**config.mk**
```make
export PLATFORM = sky130hd
export DESIGN_NAME = te_frame_writer
export DESIGN_NICKNAME = d
export VERILOG_FILES = /design/src/rtl/fw_pkg.sv /design/src/rtl/fw_te_sync.sv /design/src/rtl/fw_rect_hold.sv /design/src/rtl/fw_seg_walk.sv /design/src/rtl/fw_wake_timer.sv /design/src/rtl/te_frame_writer.sv
export SDC_FILE = /design/constraint.sdc
export NUM_CORES = 1
export LEC_CHECK = 0
export BUFFER_PORTS_ARGS = -buffer_cell sky130_fd_sc_hd__buf_4
export CORE_UTILIZATION = 54
export CTS_CLUSTER_DIAMETER = 60
export DETAILED_ROUTE_END_ITERATION = 6
export PLACE_DENSITY = 0.78
export REMOVE_ABC_BUFFERS = 1
export SLEW_MARGIN = 20
export SYNTH_ARGS = -nofsm -noshare
export SYNTH_HDL_FRONTEND = slang
export SYNTH_SLANG_ARGS = --single-unit
```
**constraint.sdc**
```tcl
create_clock -name clk -period 9.7 [get_ports clk]
set_clock_uncertainty 0.05 [all_clocks]
set_input_delay 2.91 -clock clk [delete_from_list [all_inputs] [get_ports clk]]
set_output_delay 2.91 -clock clk [all_outputs]
set_load 0.05 [all_outputs]
```
**src/rtl/fw_pkg.sv**
```systemverilog
package fw_pkg;

  localparam logic [7:0] DT_LONG_WRITE = 8'h39;

  typedef enum logic [1:0] {
    ST_IDLE  = 2'd0,
    ST_WIN   = 2'd1,
    ST_FETCH = 2'd2,
    ST_PKT   = 2'd3
  } fw_state_e;

endpackage

```
**src/rtl/fw_te_sync.sv**
```systemverilog
module fw_te_sync #(
  parameter int STAGES = 2
) (
  input  logic clk,
  input  logic rst,
  input  logic te_async,
  output logic te_rise
);

  logic [STAGES-1:0] chain_q;
  logic              prev_q;

  genvar gi;
  generate
    for (gi = 0; gi < STAGES; gi++) begin : g_stage
      if (gi == 0) begin : g_first
        always_ff @(posedge clk) begin
          if (rst) chain_q[0] <= 1'b0;
          else     chain_q[0] <= te_async;
        end
      end else begin : g_rest
        always_ff @(posedge clk) begin
          if (rst) chain_q[gi] <= 1'b0;
          else     chain_q[gi] <= chain_q[gi-1];
        end
      end
    end
  endgenerate

  always_ff @(posedge clk) begin
    if (rst) prev_q <= 1'b0;
    else     prev_q <= chain_q[STAGES-1];
  end

  assign te_rise = chain_q[STAGES-1] & ~prev_q;

  AST_TE_SINGLE_PULSE: assert property (@(posedge clk) disable iff (rst)
    te_rise |=> !te_rise);

endmodule

```
**src/rtl/fw_rect_hold.sv**
```systemverilog
module fw_rect_hold #(
  parameter int COORD_W = 12
) (
  input  logic               clk,
  input  logic               rst,
  input  logic               in_valid,
  input  logic [COORD_W-1:0] in_x,
  input  logic [COORD_W-1:0] in_y,
  input  logic [COORD_W-1:0] in_w,
  input  logic [COORD_W-1:0] in_h,
  input  logic               latch,
  input  logic               restore,
  output logic               pend_valid,
  output logic [COORD_W-1:0] act_x,
  output logic [COORD_W-1:0] act_y,
  output logic [COORD_W-1:0] act_w,
  output logic [COORD_W-1:0] act_h
);

  logic               accept;
  logic [COORD_W-1:0] pend_x, pend_y, pend_w, pend_h;

  assign accept = in_valid && (in_w != '0) && (in_h != '0);

  always_ff @(posedge clk) begin
    if (rst) begin
      pend_valid <= 1'b0;
      pend_x     <= '0;
      pend_y     <= '0;
      pend_w     <= '0;
      pend_h     <= '0;
    end else begin
      if (accept) begin
        pend_valid <= 1'b1;
        pend_x     <= in_x;
        pend_y     <= in_y;
        pend_w     <= in_w;
        pend_h     <= in_h;
      end else if (latch) begin
        pend_valid <= 1'b0;
      end else if (restore) begin
        pend_valid <= 1'b1;
      end
    end
  end

  always_ff @(posedge clk) begin
    if (rst) begin
      act_x <= '0;
      act_y <= '0;
      act_w <= '0;
      act_h <= '0;
    end else if (latch) begin
      act_x <= pend_x;
      act_y <= pend_y;
      act_w <= pend_w;
      act_h <= pend_h;
    end
  end

  AST_LATCH_HAS_RECT: assert property (@(posedge clk) disable iff (rst)
    latch |-> pend_valid);

  AST_ZERO_RECT_DROPPED: assert property (@(posedge clk) disable iff (rst)
    (in_valid && (in_w == '0 || in_h == '0) && !pend_valid && !restore) |=> !pend_valid);

endmodule

```
**src/rtl/fw_seg_walk.sv**
```systemverilog
module fw_seg_walk #(
  parameter int COORD_W = 12
) (
  input  logic               clk,
  input  logic               rst,
  input  logic               load,
  input  logic               adv,
  input  logic [COORD_W-1:0] x0_i,
  input  logic [COORD_W-1:0] y0_i,
  input  logic [COORD_W-1:0] w_i,
  input  logic [COORD_W-1:0] h_i,
  input  logic [COORD_W-1:0] max_i,
  output logic [COORD_W-1:0] seg_x,
  output logic [COORD_W-1:0] seg_y,
  output logic [COORD_W-1:0] seg_len,
  output logic               seg_last
);

  localparam int SUM_W = COORD_W + 1;

  logic [COORD_W-1:0] x0_q, y0_q, w_q, h_q, max_q;
  logic [COORD_W-1:0] col_q, row_q, len_q;
  logic               last_q;

  logic [COORD_W-1:0] eff_max;
  logic [COORD_W-1:0] ld_len;
  logic               ld_last;
  logic [SUM_W-1:0]   row_sum;
  logic               row_end;
  logic [COORD_W-1:0] n_col, n_row, n_len, n_room;
  logic               n_last;

  function automatic logic [COORD_W-1:0] min_len(input logic [COORD_W-1:0] a,
                                                 input logic [COORD_W-1:0] b);
    return (a < b) ? a : b;
  endfunction

  always_comb begin
    eff_max = (max_i == '0) ? COORD_W'(1) : max_i;
    ld_len  = min_len(eff_max, w_i);
    ld_last = (h_i == COORD_W'(1)) && (ld_len == w_i);

    row_sum = SUM_W'(col_q) + SUM_W'(len_q);
    row_end = row_sum >= SUM_W'(w_q);
    n_col   = row_end ? '0 : row_sum[COORD_W-1:0];
    n_row   = row_end ? row_q + COORD_W'(1) : row_q;
    n_room  = w_q - n_col;
    n_len   = min_len(max_q, n_room);
    n_last  = (n_row == h_q - COORD_W'(1)) &&
              ((SUM_W'(n_col) + SUM_W'(n_len)) >= SUM_W'(w_q));
  end

  always_ff @(posedge clk) begin
    if (rst) begin
      x0_q   <= '0;
      y0_q   <= '0;
      w_q    <= '0;
      h_q    <= '0;
      max_q  <= COORD_W'(1);
      col_q  <= '0;
      row_q  <= '0;
      len_q  <= '0;
      last_q <= 1'b0;
    end else if (load) begin
      x0_q   <= x0_i;
      y0_q   <= y0_i;
      w_q    <= w_i;
      h_q    <= h_i;
      max_q  <= eff_max;
      col_q  <= '0;
      row_q  <= '0;
      len_q  <= ld_len;
      last_q <= ld_last;
    end else if (adv) begin
      col_q  <= n_col;
      row_q  <= n_row;
      len_q  <= n_len;
      last_q <= n_last;
    end
  end

  assign seg_x    = x0_q + col_q;
  assign seg_y    = y0_q + row_q;
  assign seg_len  = len_q;
  assign seg_last = last_q;

  AST_SEG_LEN_BOUND: assert property (@(posedge clk) disable iff (rst)
    adv |=> (seg_len <= max_q) && (seg_len != '0));

  AST_ROW_ORDER: assert property (@(posedge clk) disable iff (rst)
    adv |=> (row_q == $past(row_q)) || (row_q == $past(row_q) + COORD_W'(1)));

endmodule

```
**src/rtl/fw_wake_timer.sv**
```systemverilog
module fw_wake_timer #(
  parameter int PER_W = 20
) (
  input  logic             clk,
  input  logic             rst,
  input  logic             te_rise,
  input  logic [PER_W-1:0] period_i,
  input  logic [PER_W-1:0] lead_i,
  output logic             wake_zone
);

  localparam logic [PER_W-1:0] CNT_MAX = '1;

  logic [PER_W-1:0] cnt_q;
  logic [PER_W-1:0] thresh;

  assign thresh = (period_i > lead_i) ? (period_i - lead_i) : '0;

  always_ff @(posedge clk) begin
    if (rst)                  cnt_q <= CNT_MAX;
    else if (te_rise)         cnt_q <= '0;
    else if (cnt_q != CNT_MAX) cnt_q <= cnt_q + PER_W'(1);
  end

  always_ff @(posedge clk) begin
    if (rst) wake_zone <= 1'b0;
    else     wake_zone <= (cnt_q >= thresh);
  end

  AST_CNT_RESTART: assert property (@(posedge clk) disable iff (rst)
    te_rise |=> (cnt_q == '0));

endmodule

```
**src/rtl/te_frame_writer.sv**
```systemverilog
module te_frame_writer #(
  parameter int COORD_W     = 12,
  parameter int WIN_W       = 10,
  parameter int PER_W       = 20,
  parameter int SYNC_STAGES = 2
) (
  input  logic               clk,
  input  logic               rst,
  input  logic               te_in,
  input  logic               rect_valid,
  input  logic [COORD_W-1:0] rect_x,
  input  logic [COORD_W-1:0] rect_y,
  input  logic [COORD_W-1:0] rect_w,
  input  logic [COORD_W-1:0] rect_h,
  input  logic [COORD_W-1:0] cfg_max_pix,
  input  logic [WIN_W-1:0]   cfg_win_cycles,
  input  logic [PER_W-1:0]   cfg_te_period,
  input  logic [PER_W-1:0]   cfg_wake_lead,
  input  logic               link_ready,
  output logic               ulps_req,
  output logic               fetch_req,
  output logic [COORD_W-1:0] fetch_x,
  output logic [COORD_W-1:0] fetch_y,
  output logic [COORD_W-1:0] fetch_len,
  input  logic               fetch_ack,
  output logic               pkt_valid,
  input  logic               pkt_ready,
  output logic [7:0]         pkt_dtype,
  output logic               pkt_first,
  output logic [COORD_W-1:0] pkt_x,
  output logic [COORD_W-1:0] pkt_y,
  output logic [COORD_W-1:0] pkt_len
);

  import fw_pkg::*;

  fw_state_e        state_q, state_d;
  logic [WIN_W-1:0] win_q;
  logic             first_q;
  logic             ulps_q;

  logic               te_rise;
  logic               pend_valid;
  logic               wake_zone;
  logic               latch, restore, go, expire, seg_done;
  logic [COORD_W-1:0] act_x, act_y, act_w, act_h;
  logic [COORD_W-1:0] seg_x, seg_y, seg_len;
  logic               seg_last;

  fw_te_sync #(.STAGES(SYNC_STAGES)) u_sync (
    .clk      (clk),
    .rst      (rst),
    .te_async (te_in),
    .te_rise  (te_rise)
  );

  fw_rect_hold #(.COORD_W(COORD_W)) u_hold (
    .clk        (clk),
    .rst        (rst),
    .in_valid   (rect_valid),
    .in_x       (rect_x),
    .in_y       (rect_y),
    .in_w       (rect_w),
    .in_h       (rect_h),
    .latch      (latch),
    .restore    (restore),
    .pend_valid (pend_valid),
    .act_x      (act_x),
    .act_y      (act_y),
    .act_w      (act_w),
    .act_h      (act_h)
  );

  fw_seg_walk #(.COORD_W(COORD_W)) u_walk (
    .clk      (clk),
    .rst      (rst),
    .load     (go),
    .adv      (seg_done && !seg_last),
    .x0_i     (act_x),
    .y0_i     (act_y),
    .w_i      (act_w),
    .h_i      (act_h),
    .max_i    (cfg_max_pix),
    .seg_x    (seg_x),
    .seg_y    (seg_y),
    .seg_len  (seg_len),
    .seg_last (seg_last)
  );

  fw_wake_timer #(.PER_W(PER_W)) u_wake (
    .clk       (clk),
    .rst       (rst),
    .te_rise   (te_rise),
    .period_i  (cfg_te_period),
    .lead_i    (cfg_wake_lead),
    .wake_zone (wake_zone)
  );

  // Control decode from the registered state.
  assign latch    = (state_q == ST_IDLE) && te_rise && pend_valid;
  assign go       = (state_q == ST_WIN) && link_ready && (win_q < cfg_win_cycles);
  assign expire   = (state_q == ST_WIN) && !go && (win_q >= cfg_win_cycles);
  assign restore  = expire;
  assign seg_done = (state_q == ST_PKT) && pkt_ready;

  always_comb begin
    state_d = state_q;
    case (state_q)
      ST_IDLE:  if (latch)                state_d = ST_WIN;
      ST_WIN:   if (go)                   state_d = ST_FETCH;
                else if (expire)          state_d = ST_IDLE;
      ST_FETCH: if (fetch_ack)            state_d = ST_PKT;
      ST_PKT:   if (pkt_ready)            state_d = seg_last ? ST_IDLE : ST_FETCH;
      default:                            state_d = ST_IDLE;
    endcase
  end

  always_ff @(posedge clk) begin
    if (rst) begin
      state_q <= ST_IDLE;
      win_q   <= '0;
      first_q <= 1'b0;
      ulps_q  <= 1'b1;
    end else begin
      state_q <= state_d;
      if (latch)                          win_q <= '0;
      else if (state_q == ST_WIN)         win_q <= win_q + WIN_W'(1);
      if (go)                             first_q <= 1'b1;
      else if (seg_done)                  first_q <= 1'b0;
      ulps_q <= (state_q == ST_IDLE) && !latch && !(pend_valid && wake_zone);
    end
  end

  assign ulps_req  = ulps_q;
  assign fetch_req = (state_q == ST_FETCH);
  assign fetch_x   = seg_x;
  assign fetch_y   = seg_y;
  assign fetch_len = seg_len;
  assign pkt_valid = (state_q == ST_PKT);
  assign pkt_dtype = DT_LONG_WRITE;
  assign pkt_first = pkt_valid && first_q;
  assign pkt_x     = seg_x;
  assign pkt_y     = seg_y;
  assign pkt_len   = seg_len;

  AST_WIN_AFTER_TE: assert property (@(posedge clk) disable iff (rst)
    (state_q == ST_WIN && $past(state_q) != ST_WIN) |-> $past(te_rise));

  AST_NO_START_LATE: assert property (@(posedge clk) disable iff (rst)
    (state_q == ST_WIN && win_q >= cfg_win_cycles) |=> !fetch_req);

  AST_FETCH_AWAKE: assert property (@(posedge clk) disable iff (rst)
    fetch_req |-> !ulps_req);

  AST_FETCH_HOLD: assert property (@(posedge clk) disable iff (rst)
    (fetch_req && !fetch_ack) |=> fetch_req && $stable(fetch_x) && $stable(fetch_y) && $stable(fetch_len));

  AST_PKT_HOLD: assert property (@(posedge clk) disable iff (rst)
    (pkt_valid && !pkt_ready) |=> pkt_valid && $stable(pkt_x) && $stable(pkt_y) && $stable(pkt_len) && $stable(pkt_first));

  AST_PKT_AFTER_ACK: assert property (@(posedge clk) disable iff (rst)
    $rose(pkt_valid) |-> $past(fetch_req && fetch_ack));

  AST_FIRST_ONCE: assert property (@(posedge clk) disable iff (rst)
    (pkt_valid && pkt_ready) |=> !pkt_first);

endmodule

```
==> results of run 1 <==
==> power by group through the flow <==
stage          sequential [mW]  combinational, mW  clock (mW)
6_report                  1.03              0.405        1.10
5_1_grt                   1.04              0.457        1.15
4_1_cts                   1.03              0.403        1.12
3_5_place_dp              1.05              0.400           0
3_3_place_gp              1.05              0.387           0
2_1_floorplan             1.04              0.278           0
==> kinds of logic (layout without fill, tap and decap cells) <==
family	count (synthesis)	in the layout	synth area share
DFF	232	232	0.301
xor gates and xnor gates	123	123	0.0703
other	2	8	0.000486
and+or+nand+nor	699	699	0.203
AOI/OAI and AO/OA	420	420	0.167
buffers and inverters	249	383	0.0735
adders and majority gates	163	163	0.135
muxes	74	74	0.0495
==> path summary, 6_finish.rpt <==
| check | end | slack (ns) | cells after the start |
|---|---|---|---|
| setup reg to reg | u_walk.seg_last$_SDFFE_PP0P_ | 0.62 | 46 |
| setup / recovery | u_walk.seg_last$_SDFFE_PP0P_ | 0.62 | 46 |
| hold / removal | u_sync.chain_q[1]$_SDFF_PP0_ | 0.39 | 1 |
| hold reg to reg | u_sync.chain_q[1]$_SDFF_PP0_ | 0.39 | 1 |
==> repair_timing <==
item | 4_1_cts | 5_1_grt
setup endpoints to repair | 0 | 1
setup buffers | 0 | 2
gates resized for setup | 0 | 20
==> layout by cell type, fill, tap and decap left out, types with 12 or more instances in the layout <==
cell       netlist  routed
a211oi_1        21      18
a21o_1          21      21
a21oi_1        194     191
a22oi_1         13      13
and3_1          20      18
buf_4           44     212
clkbuf_16        0      29
dfxtp_1        232     232
ha_1           157     157
inv_1          105     105
mux2_1          19      19
mux2i_1         55      54
nand2_1        328     327
nand2b_1        12      12
nand3_1         41      39
nand4_1         17      17
nor2_1         156     153
nor2b_1         25      25
nor3_1          38      37
nor4_1          20      20
o21a_1          19      19
o21ai_0         31      30
o21ai_1         29      30
o21bai_1        26      26
xnor2_1         82      82
xor2_1          40      40
==> metrics by stage <==
step / cells / setup TNS (ns) / util
floorplan: 1836 / 0 / -
global placement: 2426 / 0 / 0.604
detailed placement: 2426 / 0 / 0.604
CTS: 2478 / 0 / 0.639
global route: 2480 / -0.0530 / 0.643
finish: 2480 / 0 / 0.643
==> layout make-up <==
class                      count  area share
clock buffer                  39      0.0453
tap                          378      0.0263
clock inverter                13     0.00983
inverter                     117      0.0246
sequential                   232       0.259
multi-input combinational   1487       0.545
timing repair buffer         214      0.0899
==> layer usage <==
layer / global-route usage / part of all wire / up-vias
met4: 0.0928 / 0.035 / 0
met3: 0.0342 / 0.044 / 85
met5: 0 / 0 / -
met1: 0.326 / 0.44 / 6369
met2: 0.466 / 0.48 / 354
li1: - / - / 6928
==> results.py, run 1 <==
metrics = {
    "outcome": {
        "status": "finished, final reports clean",
    },
    "worst_hold_path": {
        "hold_path_class": "flip-flop to flip-flop",
        "min_from": "u_sync.chain_q[0]$_SDFF_PP0_",
    },
    "sta": {
        "slew_violations": 0,
        "timing.final.ws_setup_ns": 0.622,
        "slew_headroom": 0.299,
        "clock.fmax_ghz": 0.110,
        "finalCriticalPeriod_ns": 9.08,
        "hold_viol": 0,
        "worstMarginPinSlew_ns": 1.05,
        "hold_slack_ns": 0.389,
        "finalSetupViolations": 0,
        "min_period_over_period": 0.936,
    },
    "synthesis": {
        "synth_top_area_frac": 0.301,
        "ys_seq_elements": 232,
        "ys.flop_type": "dfxtp_1",
        "ys_seq_area_frac": 0.301,
        "syn_inst": 1962,
        "yosysWarningCount": 0,
        "synth_area_leaders": "dfxtp_1, ha_1, nand2_1",
        "synth_most_common_cell": "nand2_1",
        "ys_types": 80,
        "syn_area_per_cell_um2": 7.87,
        "synth_top_cell_by_area": "dfxtp_1",
        "async_flop_share": 0,
        "synth_commonest_cells": "nand2_1, dfxtp_1, a21oi_1, ha_1, nor2_1",
        "synth-edff-count": 0,
        "synthesis.area_um2": 15400,
    },
    "floorplanning": {
        "ios": 201,
        "core_area_um2": 27900,
        "num_rows": 61,
        "fp.dieArea_um2": 29300,
        "start_util": 0.553,
        "fp.dieH_um": 171,
        "die_w_um": 171,
    },
    "clocking": {
        "cts_tree": "done",
        "cts_root_buf": "clkbuf_16",
        "worstSkewPairLatency_ns": 0.54,
        "htreeDepth": 1,
        "cts_num_sinks": 232,
        "postCtsHoldBufs": 0,
        "clkSlewWorstSetupHoldPaths_ns": 0.06,
        "cts-buffers-inserted": 28,
        "clockBufferDepth": 3,
    },
    "routing": {
        "drt_iter0_markers": 938,
        "routedWlPerCell_um": 15.6,
        "drt-pass1-iter-count": 7,
        "drc": 0,
        "vias": 13700,
        "ant_nets": 0,
        "via_per_inst": 5.54,
        "routed_wl_mm": 38.8,
    },
    "power": {
        "irDropWorstVdd_v": 0.000148,
        "netSwitchingPower_uw": 689,
        "p_sw_frac": 0.272,
        "power_leakage_nw": 7.89,
        "power.share.sequential": 0.408,
        "power_mw": 2.54,
        "p_int_mw": 1.85,
        "pwr-share-clk": 0.432,
        "power_frac_comb": 0.160,
        "p_per_area_nw_per_um2": 141,
    },
    "final_layout": {
        "area_delta_synth_final_pct": 16.3,
        "seq_area_um2": 4640,
        "antennaDiodeCount": 0,
        "largest_reg_flops": 20,
        "nNetsFinal": 2360,
        "multi_input_area_um2": 9790,
        "nFillCells": 2468,
        "final_layout_size_suffix_gt1_frac": 0.148,
        "regMostFlops": "u_wake.cnt_q",
        "fin_area_um2": 18000,
    },
    "setup_path": {
        "start_kind": "flip-flop",
        "max_stage_delay_ns": 0.39,
        "crit_family": "compound AO/OA/AOI/OAI gates",
        "cp.required_ns": 10.07,
        "worstPathMaxFanout": 8,
        "slowest_stage": "fa_2",
        "regToRegStartpoint": "u_walk.seg_len[0]$_SDFFE_PP0P_",
        "cp_num_buf_inv": 3,
        "crit_type": "flip-flop to flip-flop",
        "cpMostUsedCell": "ha_1",
        "end_kind": "flip-flop",
        "cp-startpoint": "u_walk.seg_len[0]$_SDFFE_PP0P_",
        "cp.arrival_ns": 9.45,
    },
    "placement": {
        "dpl_cell_area_um2": 16900,
        "place_ws_ns": 0.170,
        "portBuffers": 192,
        "dpl.hpwl_mm": 29.3,
        "place_congestion": 0.925,
    },
    "run": {
        "timing.max_cap.violations": 0,
    },
    "global_routing": {
        "antenna_found_initial": 0,
        "first_global_vias": 12700,
        "grt_pass1_wl_mm": 62.5,
        "grt_overflow": 0,
        "grt.total_usage": 0.263,
        "grt_max_degree": 125,
    },
}
Power figures use the tool's default switching activity.
==> run 2, diff against run 1 <==
Settings changed: CORE_MARGIN set to 5, REMOVE_ABC_BUFFERS 1 to unset, SLEW_MARGIN 20 to unset.
==> results.py, run 2 (same netlist as run 1, synthesis figures left out) <==
metrics = {
    "outcome": {
        "status": "finished, final reports clean",
    },
    "global_routing": {
        "grt_overflow": 0,
        "grt_max_degree": 121,
        "busiest_layer": "met2",
        "use_met1": 0.349,
        "grt.total_usage": 0.248,
        "use_met2": 0.397,
        "first_global_vias": 13400,
        "antenna_found_initial": 1,
        "grt_use_met3": 0.0344,
        "grt_pass1_wl_mm": 65.7,
    },
    "routing": {
        "via_per_inst": 5.63,
        "routedWlPerCell_um": 16.6,
        "drt-pass1-iter-count": 5,
        "vias": 14000,
        "drc": 0,
        "routed_wl_mm": 41.2,
        "drt_iter0_markers": 923,
        "ant_nets": 0,
    },
    "power": {
        "power_frac_comb": 0.161,
        "irDropWorstVdd_v": 0.000124,
        "pwr-share-clk": 0.429,
        "p_sw_frac": 0.274,
        "power.share.sequential": 0.410,
        "power_mw": 2.53,
        "power_leakage_nw": 7.88,
        "netSwitchingPower_uw": 693,
        "p_int_mw": 1.83,
        "p_per_area_nw_per_um2": 141,
    },
    "floorplanning": {
        "num_rows": 62,
        "fp.dieH_um": 179,
        "core_area_um2": 28500,
        "ios": 201,
        "die_w_um": 179,
        "start_util": 0.542,
        "fp.dieArea_um2": 32100,
    },
    "sta": {
        "slew_violations": 0,
        "slew_headroom": 0.288,
        "finalCriticalPeriod_ns": 9.24,
        "hold_viol": 0,
        "min_period_over_period": 0.953,
        "finalSetupViolations": 0,
        "clock.fmax_ghz": 0.108,
        "hold_slack_ns": 0.393,
        "worstMarginPinSlew_ns": 1.07,
    },
    "setup_path": {
        "worstPathMaxFanout": 10,
        "slowest_stage": "fa_2",
        "end_kind": "flip-flop",
        "cp.arrival_ns": 9.62,
        "start_kind": "flip-flop",
        "cpMostUsedCell": "ha_1",
        "crit_type": "flip-flop to flip-flop",
        "max_stage_delay_ns": 0.39,
        "cp.required_ns": 10.07,
    },
    "run": {
        "timing.max_cap.violations": 0,
    },
    "final_layout": {
        "largest_reg_flops": 20,
        "area_delta_synth_final_pct": 16.4,
        "regMostFlops": "u_wake.cnt_q",
        "nNetsFinal": 2361,
        "final_cell_mix": "nand2_1, dfxtp_1, buf_4, a21oi_1, ha_1",
        "final_layout_size_suffix_gt1_frac": 0.152,
        "antennaDiodeCount": 0,
        "layout_commonest_cell": "nand2_1",
    },
    "clocking": {
        "htreeDepth": 1,
        "clockBufferDepth": 3,
        "postCtsHoldBufs": 0,
        "clkSlewWorstSetupHoldPaths_ns": 0.06,
        "cts_num_sinks": 232,
        "cts-buffers-inserted": 27,
        "cts_root_buf": "clkbuf_16",
        "cts_tree": "done",
        "worstSkewPairLatency_ns": 0.55,
    },
    "placement": {
        "dpl.hpwl_mm": 31.7,
        "portBuffers": 192,
        "place_congestion": 0.968,
    },
    "worst_hold_path": {
        "hold_path_class": "flip-flop to flip-flop",
    },
}
## run 2: power by group through the flow
stage / clock, mW / combinational [mW] / sequential (mW)
global route: 1.14 / 0.458 / 1.04
CTS: 1.10 / 0.403 / 1.03
floorplan: 0 / 0.297 / 1.04
detailed placement: 0 / 0.401 / 1.05
global placement: 0 / 0.386 / 1.05
finish: 1.09 / 0.407 / 1.04
## run 2: worst paths after layout
kind,from,cells after the start,end,slack (ns)
worst max-delay path,u_walk.seg_len[0]$_SDFFE_PP0P_,45,u_walk.seg_last$_SDFFE_PP0P_,0.46
worst min-delay path,u_hold.pend_y[7]$_SDFFE_PP0P_,2,u_hold.act_y[7]$_SDFFE_PP0P_,0.39
worst max register to register,u_walk.seg_len[0]$_SDFFE_PP0P_,45,u_walk.seg_last$_SDFFE_PP0P_,0.46
worst min register to register,u_hold.pend_y[7]$_SDFFE_PP0P_,2,u_hold.act_y[7]$_SDFFE_PP0P_,0.39
## run 2: worst max-delay path: cells and delay by family, from the launching register on
kind | cells | cell delay, ns
AND/OR/NAND/NOR | 9 | 1.25
flip-flops | 1 | 0.34
buffers and inverters | 2 | 0.36
adder cells (fa/ha/maj) | 8 | 2.26
multiplexers | 1 | 0.36
AO/OA/AOI/OAI | 22 | 3.96
XOR/XNOR | 3 | 0.55
## run 2: layout make-up
cell class	instances	area [µm²]
clock buffer	34	742
clock inverter	16	234
fill	2455	10500
inverter	117	442
multi-input combinational	1488	9820
sequential	232	4640
tap	384	480
timing repair buffer	215	1620
## run 2: metal layers
metal,share of wire,up-vias
met5,0.00048,-
met2,0.44,461
met3,0.070,90
met4,0.031,2
li1,-,6962
met1,0.46,6484
## run 2: what timing repair did
item,in CTS,in global routing
setup buffers,0,4
setup endpoints to repair,1,1
gates cloned,0,1
pin swaps,0,7
gates resized for setup,3,23
## run 2: through the flow
| stage | instance area (µm²) | setup TNS, ns | std cells | setup slack (ns) | utilization |
|---|---|---|---|---|---|
| after floorplan | 15500 | 0 | 1968 | 0.249 | - |
| after global placement | 16900 | 0 | 2431 | 0.137 | 0.592 |
| after detailed placement | 16900 | -0.220 | 2431 | -0.220 | 0.592 |
| after CTS | 17800 | 0 | 2481 | 0.000331 | 0.627 |
| after global routing | 18000 | -0.0467 | 2486 | -0.0467 | 0.631 |
| final | 18000 | 0 | 2486 | 0.459 | 0.631 |
